==> src/rtl/wdog_pkg.sv <==
package wdog_pkg;

    localparam int DATA_W     = 16;
    localparam int NSRC       = 3;
    localparam int PRE_CODE_W = 3;
    localparam int MAX_CODE   = 5;
    localparam int PRE_W      = 2 * MAX_CODE;
    localparam int CTRL_W     = NSRC + PRE_CODE_W;
    localparam int WIDX_W     = 2;

    typedef enum logic [WIDX_W-1:0] {
        RSEL_LIMIT = 2'd0,
        RSEL_RUN   = 2'd1,
        RSEL_COUNT = 2'd2,
        RSEL_CTRL  = 2'd3
    } reg_sel_e;

    typedef struct packed {
        logic [PRE_CODE_W-1:0] pre_code;
        logic [NSRC-1:0]       src;
    } ctrl_t;

    typedef struct packed {
        logic                  valid;
        reg_sel_e              target;
        logic [DATA_W-1:0]     data;
    } wr_req_t;

    // Terminal value of the prescale counter: 4^code - 1, saturating at MAX_CODE.
    function automatic logic [PRE_W-1:0] pre_limit(input logic [PRE_CODE_W-1:0] code);
        logic [PRE_W-1:0] lim;
        lim = '0;
        for (int i = 0; i < MAX_CODE; i++) begin
            if (int'(code) > i) begin
                lim = {lim[PRE_W-3:0], 2'b11};
            end
        end
        return lim;
    endfunction

endpackage

==> src/rtl/wdog_regs.sv <==
module wdog_regs
    import wdog_pkg::*;
(
    input  logic                  clk,
    input  logic                  rst,
    input  logic                  bus_sel,
    input  logic                  bus_wr,
    input  logic [WIDX_W-1:0]     bus_addr,
    input  logic [DATA_W-1:0]     bus_wdata,
    input  logic [DATA_W-1:0]     cnt_val,
    output logic [DATA_W-1:0]     bus_rdata,
    output logic [DATA_W-1:0]     limit_q,
    output logic                  en_q,
    output ctrl_t                 ctrl_q,
    output logic                  cnt_we,
    output logic                  ctrl_we,
    output logic [DATA_W-1:0]     cnt_wdata
);

    wr_req_t  wreq;
    reg_sel_e rsel;

    assign rsel = reg_sel_e'(bus_addr);

    always_comb begin
        wreq.valid  = bus_sel && bus_wr;
        wreq.target = rsel;
        wreq.data   = bus_wdata;
    end

    assign cnt_we    = wreq.valid && (wreq.target == RSEL_COUNT);
    assign ctrl_we   = wreq.valid && (wreq.target == RSEL_CTRL);
    assign cnt_wdata = wreq.data;

    always_ff @(posedge clk) begin
        if (rst) begin
            limit_q <= '0;
            en_q    <= 1'b0;
            ctrl_q  <= '0;
        end else if (wreq.valid) begin
            unique case (wreq.target)
                RSEL_LIMIT: limit_q <= wreq.data;
                RSEL_RUN:   en_q    <= wreq.data[0];
                RSEL_CTRL:  ctrl_q  <= ctrl_t'(wreq.data[CTRL_W-1:0]);
                default:    ;
            endcase
        end
    end

    always_comb begin
        unique case (rsel)
            RSEL_LIMIT: bus_rdata = limit_q;
            RSEL_RUN:   bus_rdata = {{(DATA_W-1){1'b0}}, en_q};
            RSEL_COUNT: bus_rdata = cnt_val;
            RSEL_CTRL:  bus_rdata = {{(DATA_W-CTRL_W){1'b0}}, ctrl_q};
            default:    bus_rdata = '0;
        endcase
    end

endmodule

==> src/rtl/wdog_prescale.sv <==
module wdog_prescale
    import wdog_pkg::*;
(
    input  logic                  clk,
    input  logic                  rst,
    input  logic [NSRC-1:0]       src_stb,
    input  ctrl_t                 ctrl,
    input  logic                  clr,
    output logic                  tick
);

    logic [NSRC-1:0]  gated;
    logic             strobe;
    logic [PRE_W-1:0] pre_q;
    logic [PRE_W-1:0] lim;
    logic             at_lim;

    for (genvar g = 0; g < NSRC; g++) begin : g_src
        assign gated[g] = src_stb[g] & ctrl.src[g];
    end

    assign strobe = |gated;
    assign lim    = pre_limit(ctrl.pre_code);
    assign at_lim = (pre_q == lim);
    assign tick   = strobe && at_lim && !clr;

    always_ff @(posedge clk) begin
        if (rst || clr) begin
            pre_q <= '0;
        end else if (strobe) begin
            pre_q <= at_lim ? '0 : pre_q + 1'b1;
        end
    end

endmodule

==> src/rtl/wdog_count.sv <==
module wdog_count
    import wdog_pkg::*;
(
    input  logic                  clk,
    input  logic                  rst,
    input  logic                  run,
    input  logic                  tick,
    input  logic [DATA_W-1:0]     limit,
    input  logic                  cnt_we,
    input  logic [DATA_W-1:0]     cnt_wdata,
    output logic [DATA_W-1:0]     cnt_q,
    output logic                  rst_req
);

    logic match;
    logic match_q;

    assign match = run && (cnt_q == limit);

    always_ff @(posedge clk) begin
        if (rst) begin
            cnt_q   <= '0;
            match_q <= 1'b0;
            rst_req <= 1'b0;
        end else begin
            match_q <= match;
            rst_req <= match && !match_q;
            if (cnt_we) begin
                cnt_q <= cnt_wdata;
            end else if (tick && run && !match) begin
                cnt_q <= cnt_q + 1'b1;
            end
        end
    end

endmodule

==> src/rtl/wdog_top.sv <==
module wdog_top
    import wdog_pkg::*;
(
    input  logic                  clk,
    input  logic                  rst,
    input  logic                  bus_sel,
    input  logic                  bus_wr,
    input  logic [3:2]            bus_addr,
    input  logic [DATA_W-1:0]     bus_wdata,
    output logic [DATA_W-1:0]     bus_rdata,
    input  logic [NSRC-1:0]       src_stb,
    output logic                  rst_req
);

    logic [DATA_W-1:0] limit_q;
    logic              en_q;
    ctrl_t             ctrl_q;
    logic              cnt_we;
    logic              ctrl_we;
    logic [DATA_W-1:0] cnt_wdata;
    logic [DATA_W-1:0] cnt_q;
    logic              run;
    logic              pre_clr;
    logic              pre_tick;

    assign run     = en_q && (|ctrl_q.src);
    assign pre_clr = !run || cnt_we || ctrl_we;

    wdog_regs u_regs (
        .clk       (clk),
        .rst       (rst),
        .bus_sel   (bus_sel),
        .bus_wr    (bus_wr),
        .bus_addr  (bus_addr),
        .bus_wdata (bus_wdata),
        .cnt_val   (cnt_q),
        .bus_rdata (bus_rdata),
        .limit_q   (limit_q),
        .en_q      (en_q),
        .ctrl_q    (ctrl_q),
        .cnt_we    (cnt_we),
        .ctrl_we   (ctrl_we),
        .cnt_wdata (cnt_wdata)
    );

    wdog_prescale u_pre (
        .clk     (clk),
        .rst     (rst),
        .src_stb (src_stb),
        .ctrl    (ctrl_q),
        .clr     (pre_clr),
        .tick    (pre_tick)
    );

    wdog_count u_cnt (
        .clk       (clk),
        .rst       (rst),
        .run       (run),
        .tick      (pre_tick),
        .limit     (limit_q),
        .cnt_we    (cnt_we),
        .cnt_wdata (cnt_wdata),
        .cnt_q     (cnt_q),
        .rst_req   (rst_req)
    );

endmodule

==> config.mk <==
export PLATFORM = sky130hd
export DESIGN_NAME = wdog_top
export DESIGN_NICKNAME = d
export VERILOG_FILES = /design/src/rtl/wdog_pkg.sv /design/src/rtl/wdog_regs.sv /design/src/rtl/wdog_prescale.sv /design/src/rtl/wdog_count.sv /design/src/rtl/wdog_top.sv
export SDC_FILE = /design/constraint.sdc
export NUM_CORES = 1
export LEC_CHECK = 0
export BUFFER_PORTS_ARGS = -buffer_cell sky130_fd_sc_hd__clkbuf_2
export CAP_MARGIN = 0
export CORE_MARGIN = 2
export CORE_UTILIZATION = 36
export DETAILED_ROUTE_END_ITERATION = 12
export PLACE_DENSITY_LB_ADDON = 0.2
export RECOVER_POWER = 100
export SETUP_SLACK_MARGIN = 0.1
export SLEW_MARGIN = 25
export SYNTH_ARGS = -nofsm -noshare
export SYNTH_HDL_FRONTEND = slang
export SYNTH_SLANG_ARGS = --single-unit
==> constraint.sdc <==
create_clock -name clk -period 4.55 [get_ports clk]
set_input_delay 0.6825 -clock clk [delete_from_list [all_inputs] [get_ports clk]]
set_output_delay 0.6825 -clock clk [all_outputs]
set_load 0.01 [all_outputs]
==> impl_results.md, run 1 <==
- RSZ-0062 raised after global routing: false
- Synth top cells by count: nand2_1, dfxtp_1, nor2_1, a21oi_1, mux2i_1
- Post-synthesis async set-or-reset flop share: 0%
- #FFs+latches synth: 51
- Syn. warnings: 0
- Final worst path period share: 72.4%
- PnR Total Power: 0.844 mW
- Fin. max-slew vios: 22
- Number of global-route vias before repair: between 2000 and 2500
- Num CTS Buffers: 5
- Tmin final: 3290 ps
- Share of layout cells above drive strength 1: 10.9%
- Power density over cell area: 262 mW/mm^2
- Post-CTS Hold Fix Bufs: 0
- Worst-path maximum fanout: 21
- Setup violations, final: 0
- Seq pwr share: a little under three fifths
- Largest net degree at the start of global routing: 43
- DRC viols: 0
- VDD IR max: about 0.12 mV
- Clock tree buffer depth: 2
- DR vias/cell: 5.34
- CP arrival: 2610 ps
- Comb power frac: 9.9%
- # rows: 32
- Number of enable flip-flop cells after synthesis: 0
- Vias: 2642
- Worst skew pair latency: 310 ps
- Hold Fails Final Rpt: 0
- CTS Root Cell: clkbuf_8
- Total negative slack: 0 ps
- Power Internal: 0.626 mW
- Clock Sinks: a little over 50
- CTS tree: yes
- Count leader, synth: nand2_1
- Gate Count Post-Synth: 366
- Max Cap Viol: 1
- Mean Syn Cell Area: 7.93 sq um
- Seq. cell area: between 0.001 and 0.0015 sq mm
- Share of the synthesized area in the top cell type: 35.2%
- Placed Cells: 487
- DP Area: 0.00315 sq mm
- P&R area growth vs syn: 10.9%
- PortBufs: 41
- CTS clk-pin slew, worst paths: 100 ps
- Congestion Overflow GR: 0
- Fmax: just over 300 MHz
- Total global-route track usage: 17.8%
- Run status: finished with violations
- Non-filler cells, final: a little under 500
- CP required: between 3000 and 4000 ps
- Wire length of the first global-routing pass: roughly 12000 um
- Net Sw Power: 0.219 mW
- Failing checks: max-capacitance violations, max-slew violations
- Setup crit end kind: primary output
- I/O Pins: 42
- Antenna cells: 0
- DRT Pass-1 Iters: 5
- Final WL: between 7000 and 8000 um
- Syn Std Cell Area: 0.00290 sq mm
- Wire per inst: 15.2 um
- Synthesized net count: 393
- Die Width: 93.8 um
- Initial detailed-routing violation count: 123
- Detailed placement HPWL: 5220 um
- Yosys top cell by area: dfxtp_1
- Fin Clk Skew: between 5 and 6 ps
- Setup slack at placement: 1480 ps
- Top FF cell, synth: dfxtp_1
- Synth cell types: 49
- HP Class: flop to flop
- Die Height: 93.8 um
- Worst Setup Start Kind: input port
- Multi-input combinational cell area: 0.00175 sq mm
- Critical path type: input port to primary output
- Resize count post-CTS: 0
- PnR worst setup slack: 1260 ps
- DIE AREA: 0.00879 sq mm
- Slew HR: -1.49%
- Sw Ratio: 25.9%
- Design area: 0.00322 sq mm
- Measured slew at the worst slew-check pin: 1520 ps
- Util after Layout: 41.4%
- Post-synthesis sequential area ratio: 35.2%
- Leak: 1.12 nW
- H-Tree Depth: 2
- FILL cells: roughly 840
- GPL Wtd Cong: 0.773
- Min Hold Slack: ~400 ps
- Setup bufs post-CTS: 0
- Initial antenna violation count: 0
- Clock power frac: a little over a third
- Core ar.: between 0.007 and 0.008 sq mm
- # nets final: between 400 and 500
- Initial Util: 37.4%
- Post-DRT Antenna Nets: 0
- Synth top area cells: dfxtp_1, nand2_1, mux2i_1, xnor2_1, nor2_1
sequential cells by signal, summed over array words and instances (netlist names):
register	cells
u_cnt.cnt_q	16
u_cnt.match_q	1
u_cnt.rst_req	1
u_pre.pre_q	10
u_regs.ctrl_q	6
u_regs.en_q	1
u_regs.limit_q	16
power groups by stage:
stage	registers, mW	clock network, mW	logic [mW]
after floorplan	0.470	0	0.0559
final	0.464	0.297	0.0833
after detailed placement	0.475	0	0.0845
after global placement	0.474	0	0.0842
after global routing	0.466	0.322	0.0936
after CTS	0.464	0.307	0.0849
kinds of logic (layout without fill, tap and decap cells):
logic type	Yosys count	after routing	synth area share, %
AOI/OAI and AO/OA	71	71	16.8
adders and majority gates	2	2	0.862
xor gates and xnor gates	24	24	7.24
buffers and inverters	29	56	4.53
muxes	26	26	9.44
DFF	51	51	35.2
and+or+nand+nor	163	163	25.9
worst max-delay path, cell delays in order:
cell and delay [ps]:
clkbuf_1 1080, and2_0 430, nand2_1 130, o21ai_0 100
clkbuf_1 170
area by class of cell:
type | instances | share of cell area, %
repair buffers | 44 | 6.26
flip-flops and latches | 51 | 31.7
inverters | 4 | 0.467
well taps | 102 | 3.97
clock inverters | 1 | 0.233
clock buffers | 7 | 2.99
multi-input cells | 286 | 54.4
cells in the final DEF (no fill, tap or decap), types with 4 or more instances in the layout:
| cell | count |
|---|---|
| nor2_1 | 41 |
| nand2_1 | 65 |
| nor3_1 | 8 |
| nand3_1 | 10 |
| xor2_1 | 5 |
| clkbuf_8 | 7 |
| clkbuf_1 | 19 |
| inv_1 | 4 |
| dfxtp_1 | 51 |
| nand4_1 | 7 |
| a32oi_1 | 8 |
| a31oi_1 | 11 |
| o21ai_0 | 8 |
| o21bai_1 | 5 |
| xnor2_1 | 19 |
| mux2i_1 | 24 |
| clkbuf_2 | 23 |
| a21oi_1 | 24 |
| nand3b_1 | 8 |
final timing paths:
kind	start	end	slack (ps)	depth (start not counted)
setup / recovery	bus_addr[3]	bus_rdata[5]	1260	5
hold / removal	u_cnt.match_q$_SDFF_PP0_	u_cnt.rst_req$_SDFF_PP0_	400	1
setup reg to reg	u_regs.ctrl_q[3]$_SDFFE_PP0P_	u_cnt.cnt_q[7]$_SDFFE_PP0P_	1870	7
hold reg to reg	u_cnt.match_q$_SDFF_PP0_	u_cnt.rst_req$_SDFF_PP0_	400	1
routing by layer:
metal | global-route usage [%] | vias up | wire length (um)
li1 | - | 1334 | -
met1 | 24.8 | 1231 | 3690
met2 | 28.0 | 71 | 3330
met3 | 3.37 | 6 | 414
met4 | 4.95 | 0 | 82
met5 | 0 | - | 0
(Power assumes the default switching activity.)
==> inputs of run 2 (changes only) <==
==> constraint.sdc (replaced) <==
create_clock -name clk -period 2.8 [get_ports clk]
set_input_delay 0.42 -clock clk [delete_from_list [all_inputs] [get_ports clk]]
set_output_delay 0.42 -clock clk [all_outputs]
set_load 0.01 [all_outputs]
==> run 2 against run 1 <==
Net effect: the flow now finishes without violations; first-iteration DRC count increased by 9.8%; total power increased by 60%; hold slack got worse by 58 ps; via count decreased by 1.6%.
==> impl_results.md, run 2 (same netlist as run 1, synthesis figures left out) <==
- Run status: finished clean
- GPL Wtd Cong: 0.865
- Number of global-route vias before repair: around 2400
- Comb power frac: around a tenth
- CP arrival: 2020 ps
- DP Area: 0.00320 sq mm
- CTS tree: yes
- H-Tree Depth: 2
- Most common cell after layout, fill and taps aside: nand2_1
- Measured slew at the worst slew-check pin: 1150 ps
- Power density over cell area: around 410 mW/mm^2
- Congestion Overflow GR: 0
- Worst Setup Start Kind: input port
- Worst-path maximum fanout: 23
- PnR worst setup slack: 358 ps
- Clock Sinks: 51
- HP Class: input port to flop
- Total global-route track usage: 17.8%
- Antenna cells: 0
- Die Height: about 94 um
- DRC viols: 0
- Placed Cells: 494
- PortBufs: 41
- CP required: approximately 2400 ps
- Hold Fails Final Rpt: 0
- Non-filler cells, final: 502
- Fin. max-slew vios: 0
- Setup slack at placement: 571 ps
- Vias: 2601
- Slew HR: between 20% and 30%
- Top flop regs: u_cnt.cnt_q: 16 flops, u_regs.limit_q: 16 flops, u_pre.pre_q: 10 flops
- Wire length of the first global-routing pass: 12300 um
- Num CTS Buffers: 5
- Sw Ratio: 26.2%
- Core ar.: 0.00777 sq mm
- RSZ-0062 raised after global routing: false
- CTS clk-pin slew, worst paths: 100 ps
- Final WL: 7550 um
- PnR Total Power: 1.35 mW
- CTS Root Cell: clkbuf_8
- Worst skew pair latency: approximately 300 ps
- Initial Util: 37.4%
- Largest net degree at the start of global routing: 24
- DIE AREA: 0.00879 sq mm
- Initial detailed-routing violation count: 135
- Leak: 1.16 nW
- Clock power frac: between 30% and 40%
- Tmin final: 2440 ps
- Util after Layout: a little over two fifths
- Total negative slack: 0 ps
- Critical path type: input port to primary output
- Setup crit end kind: primary output
- Net Sw Power: 0.353 mW
- Setup violations, final: 0
- # rows: 32
- Die Width: 93.8 um
- Most frequent cells in the layout: nand2_1, dfxtp_1, nor2_1
- # nets final: approximately 430
- Seq pwr share: 55.9%
- Wire per inst: 15.0 um
- Initial antenna violation count: 0
- DR vias/cell: just over 5
- VDD IR max: 0.222 mV
- DRT Pass-1 Iters: 4
- Detailed placement HPWL: 5430 um
- Power Internal: 0.996 mW
- I/O Pins: 42
- Setup bufs post-CTS: 0
- Post-DRT Antenna Nets: 0
- Share of layout cells above drive strength 1: 12.5%
- Resize count post-CTS: 0
- Fin Clk Skew: 7.91 ps
- Post-CTS Hold Fix Bufs: 0
- Min Hold Slack: 346 ps
- P&R area growth vs syn: 12.5%
- Max Cap Viol: 0
- Design area: about 0.0033 sq mm
- Final worst path period share: 87.2%
- Fmax: 409 MHz
- Clock tree buffer depth: 2
run 2: cell count changes in the layout (fill, tap and decap cells not counted), sizes merged:
cell / before / now
clkbuf: 49 / 47
buf: 2 / 10
clkinv: 0 / 1
run 2: final cells by class:
class	count	area, sq um
inverter	4	15.0
clock buffer	6	82.6
sequential	51	1020
clock inverter	2	16.3
multi-input combinational	286	1740
tap	102	128
fill	844	4500
timing repair buffer	51	258
run 2: per-layer routing:
layer / GRT usage [%] / routed length (um) / vias up
met4: 4.47 / 78 / 0
met5: 0 / 0 / -
li1: - / - / 1347
met3: 3.45 / 375 / 6
met1: 24.2 / 3640 / 1197
met2: 29.0 / 3450 / 51
run 2: power by group through the flow:
stage	Sequential, mW	Clock, mW	Combinational (mW)
3_3_place_gp	0.770	0	0.141
2_1_floorplan	0.764	0	0.0909
3_5_place_dp	0.771	0	0.141
6_report	0.754	0.457	0.139
5_1_grt	0.757	0.510	0.154
4_1_cts	0.754	0.477	0.142
run 2: worst max-delay path: stages:
cell and delay [ps]:
clkbuf_1 820, and2_1 390, nand2_1 120, o21ai_0 90, clkbuf_1 180
run 2: worst paths after layout:
kind | startpoint | end | slack [ps] | cells after the start
max | bus_addr[2] | bus_rdata[5] | 360 | 5
min reg2reg | u_cnt.match_q$_SDFF_PP0_ | u_cnt.rst_req$_SDFF_PP0_ | 410 | 1
max reg2reg | u_regs.ctrl_q[4]$_SDFFE_PP0P_ | u_cnt.cnt_q[13]$_SDFFE_PP0P_ | 470 | 7
min | bus_wdata[13] | u_regs.limit_q[13]$_SDFFE_PP0P_ | 350 | 3
==> inputs of run 3 (changes only) <==
--- a/config.mk
+++ b/config.mk
@@ -5,6 +5,7 @@
 export SDC_FILE = /design/constraint.sdc
 export NUM_CORES = 1
 export LEC_CHECK = 0
+export ABC_AREA = 1
 export BUFFER_PORTS_ARGS = -buffer_cell sky130_fd_sc_hd__clkbuf_2
 export CAP_MARGIN = 0
 export CORE_MARGIN = 2
==> run 3 against run 2 <==
Net effect: combinational power fell by 4%; register-to-register slack improved by 250 ps; hold slack improved by 3.0 ps; sequential power fell by 0.7%; count of clock-buffer cells in the layout did not move; clock skew rose by 4.8 ps; critical path type is now input port to flop; largest cell class unchanged.
==> impl_results.md, run 3 <==
- Run status: finished clean
- Yosys top cell by area: dfxtp_1
- Final worst path period share: a little under 80%
- Measured slew at the worst slew-check pin: 677 ps
- Tmin final: 2210 ps
- CTS Root Cell: clkbuf_8
- Post-synthesis sequential area ratio: 33.1%
- Slowest stage delay, CP: 360 ps
- Critical path type: input port to flop
- Antenna cells: 0
- VDD IR max: approximately 0.15 mV
- CP arrival: 2440 ps
- Power density over cell area: 394 mW/mm^2
- Largest net degree at the start of global routing: 29
- Seq. cell area: 0.00102 sq mm
- Syn Std Cell Area: around 0.0031 sq mm
- Setup violations, final: 0
- Number of enable flip-flop cells after synthesis: 0
- # nets final: 530
- Most common cell after layout, fill and taps aside: nand2_1
- DRT Pass-1 Iters: 7
- Util after Layout: 40.9%
- CTS tree: yes
- Setup crit end kind: flop
- RSZ-0062 raised after global routing: false
- I/O Pins: 42
- Share of layout cells above drive strength 1: between 10% and 20%
- Final WL: 8640 um
- Die Width: roughly 97 um
- Die Height: 96.6 um
- Synth top cells by count: nand2_1, nor2_1, dfxtp_1
- CTS clk-pin slew, worst paths: 100 ps
- Count leader, synth: nand2_1
- Slowest CP cell: nor3_1
- # rows: 33
- Slew HR: 54.8%
- Fmax: roughly 450 MHz
- Vias: a little over 3000
- CP required: 3040 ps
- Wire per inst: around 14 um
- Clock Sinks: 51
- Synth top area cells: dfxtp_1, nand2_1, nor2_1, nand3_1, o21ai_0
- Clock tree buffer depth: 2
- Worst skew pair latency: 320 ps
- Setup bufs post-CTS: 0
- Wire length of the first global-routing pass: 14500 um
- FILL cells: 918
- Congestion Overflow GR: 0
- Synthesized net count: 498
- GPL Wtd Cong: 0.854
- Worst Path Buf+Inv: 2
- Detailed placement HPWL: 6290 um
- Top flop regs: u_cnt.cnt_q: 16 flops, u_regs.limit_q: 16 flops, u_pre.pre_q: 10 flops
- DR vias/cell: approximately 5.0
- Max Cap Viol: 0
- H-Tree Depth: 2
- CP Cell Sequence: clkbuf_1, nand2_1, clkinv_1, nand2_1, nand4_1, nor3_1, nand2_4, nand2_4, nand2_2, a21oi_1
- Total global-route track usage: 18.9%
- Initial Util: 37.4%
- DRC viols: 0
- Mean Syn Cell Area: 6.56 sq um
- DIE AREA: 0.00933 sq mm
- PnR worst setup slack: 594 ps
- Leak: between 1 and 1.5 nW
- Core ar.: 0.00826 sq mm
- Top FF cell, synth: dfxtp_1
- Total negative slack: 0 ps
- Min Hold Slack: 349 ps
- #FFs+latches synth: 51
- Post-DRT Antenna Nets: 0
- Worst Setup Start Kind: input port
- Resize count post-CTS: 0
- Share of the synthesized area in the top cell type: 33.1%
- P&R area growth vs syn: 9.28%
- CP delay by family, top: simple AND/OR/NAND/NOR gates
- Num CTS Buffers: 5
- HP Class: input port to flop
- Syn. warnings: 0
- Gate Count Post-Synth: 471
- Number of global-route vias before repair: 2999
- Initial detailed-routing violation count: approximately 150
- Worst-path maximum fanout: 17
- PortBufs: between 40 and 50
- Setup slack at placement: ~660 ps
- Fin. max-slew vios: 0
- Hold Fails Final Rpt: 0
- Fin Clk Skew: approximately 13 ps
- Post-synthesis async set-or-reset flop share: 0%
- Synth cell types: 36
- Multi-input combinational cell area: 0.00177 sq mm
- Post-CTS Hold Fix Bufs: 0
- Initial antenna violation count: 0
- Most frequent cells in the layout: nand2_1, nor2_1, dfxtp_1
## run 3: report_power, final
part	internal (mW)	switching [mW]	total (mW)
registers	0.738	0.0112	0.749
clock network	0.195	0.254	0.448
logic	0.0432	0.0906	0.134
## run 3: per-layer routing
metal | global-route usage [%] | share of wire, % | vias up
met3 | 2.96 | 4.7 | 10
met5 | 0 | 0 | -
li1 | - | - | 1580
met4 | 6.18 | 1.9 | 0
met2 | 33.3 | 48 | 82
met1 | 23.4 | 46 | 1398
## run 3: worst reg2reg max path, stage by stage, from the launching register on
cell	delay (ps)
dfxtp_1	420
inv_1	110
nand2_1	70
nand2_1	50
nor2_1	160
nand2_1	70
nor2_1	130
nand3_1	270
nand2_4	310
nand2_4	210
nand2_1	130
a21oi_2	50
## run 3: cell type report
type / count / area share, %
multi-input cells: 359 / 52.6
well taps: 105 / 3.89
clock inverters: 1 / 0.148
repair buffers: 45 / 6.12
inverters: 41 / 4.56
flip-flops and latches: 51 / 30.3
clock buffers: 6 / 2.45
## run 3: logic make-up after synthesis
| logic type | Yosys count | share of synthesized area (%) |
|---|---|---|
| AO/OA/AOI/OAI | 80 | 15.2 |
| XOR/XNOR | 23 | 6.52 |
| adder cells (fa/ha/maj) | 2 | 0.810 |
| buffers and inverters | 61 | 8.27 |
| flip-flops | 51 | 33.1 |
| multiplexers | 1 | 0.324 |
| AND/OR/NAND/NOR | 253 | 35.8 |
## run 3: worst paths after layout
path / from / end / slack (ps) / cells past startpoint
min: bus_wdata[10] / u_regs.limit_q[10]$_SDFFE_PP0P_ / 350 / 3
max reg2reg: u_cnt.cnt_q[6]$_SDFFE_PP0P_ / u_cnt.cnt_q[6]$_SDFFE_PP0P_ / 720 / 11
max: bus_addr[2] / u_cnt.cnt_q[8]$_SDFFE_PP0P_ / 590 / 10
min reg2reg: u_cnt.match_q$_SDFF_PP0_ / u_cnt.rst_req$_SDFF_PP0_ / 390 / 1
## run 3: through the flow
stage          area [sq um]  std cells  total power [mW]
2_1_floorplan          3090        471             0.849
3_3_place_gp           3350        601             0.904
3_5_place_dp           3350        601             0.905
4_1_cts                3440        608              1.35
5_1_grt                3370        608              1.39
6_report               3370        608              1.33
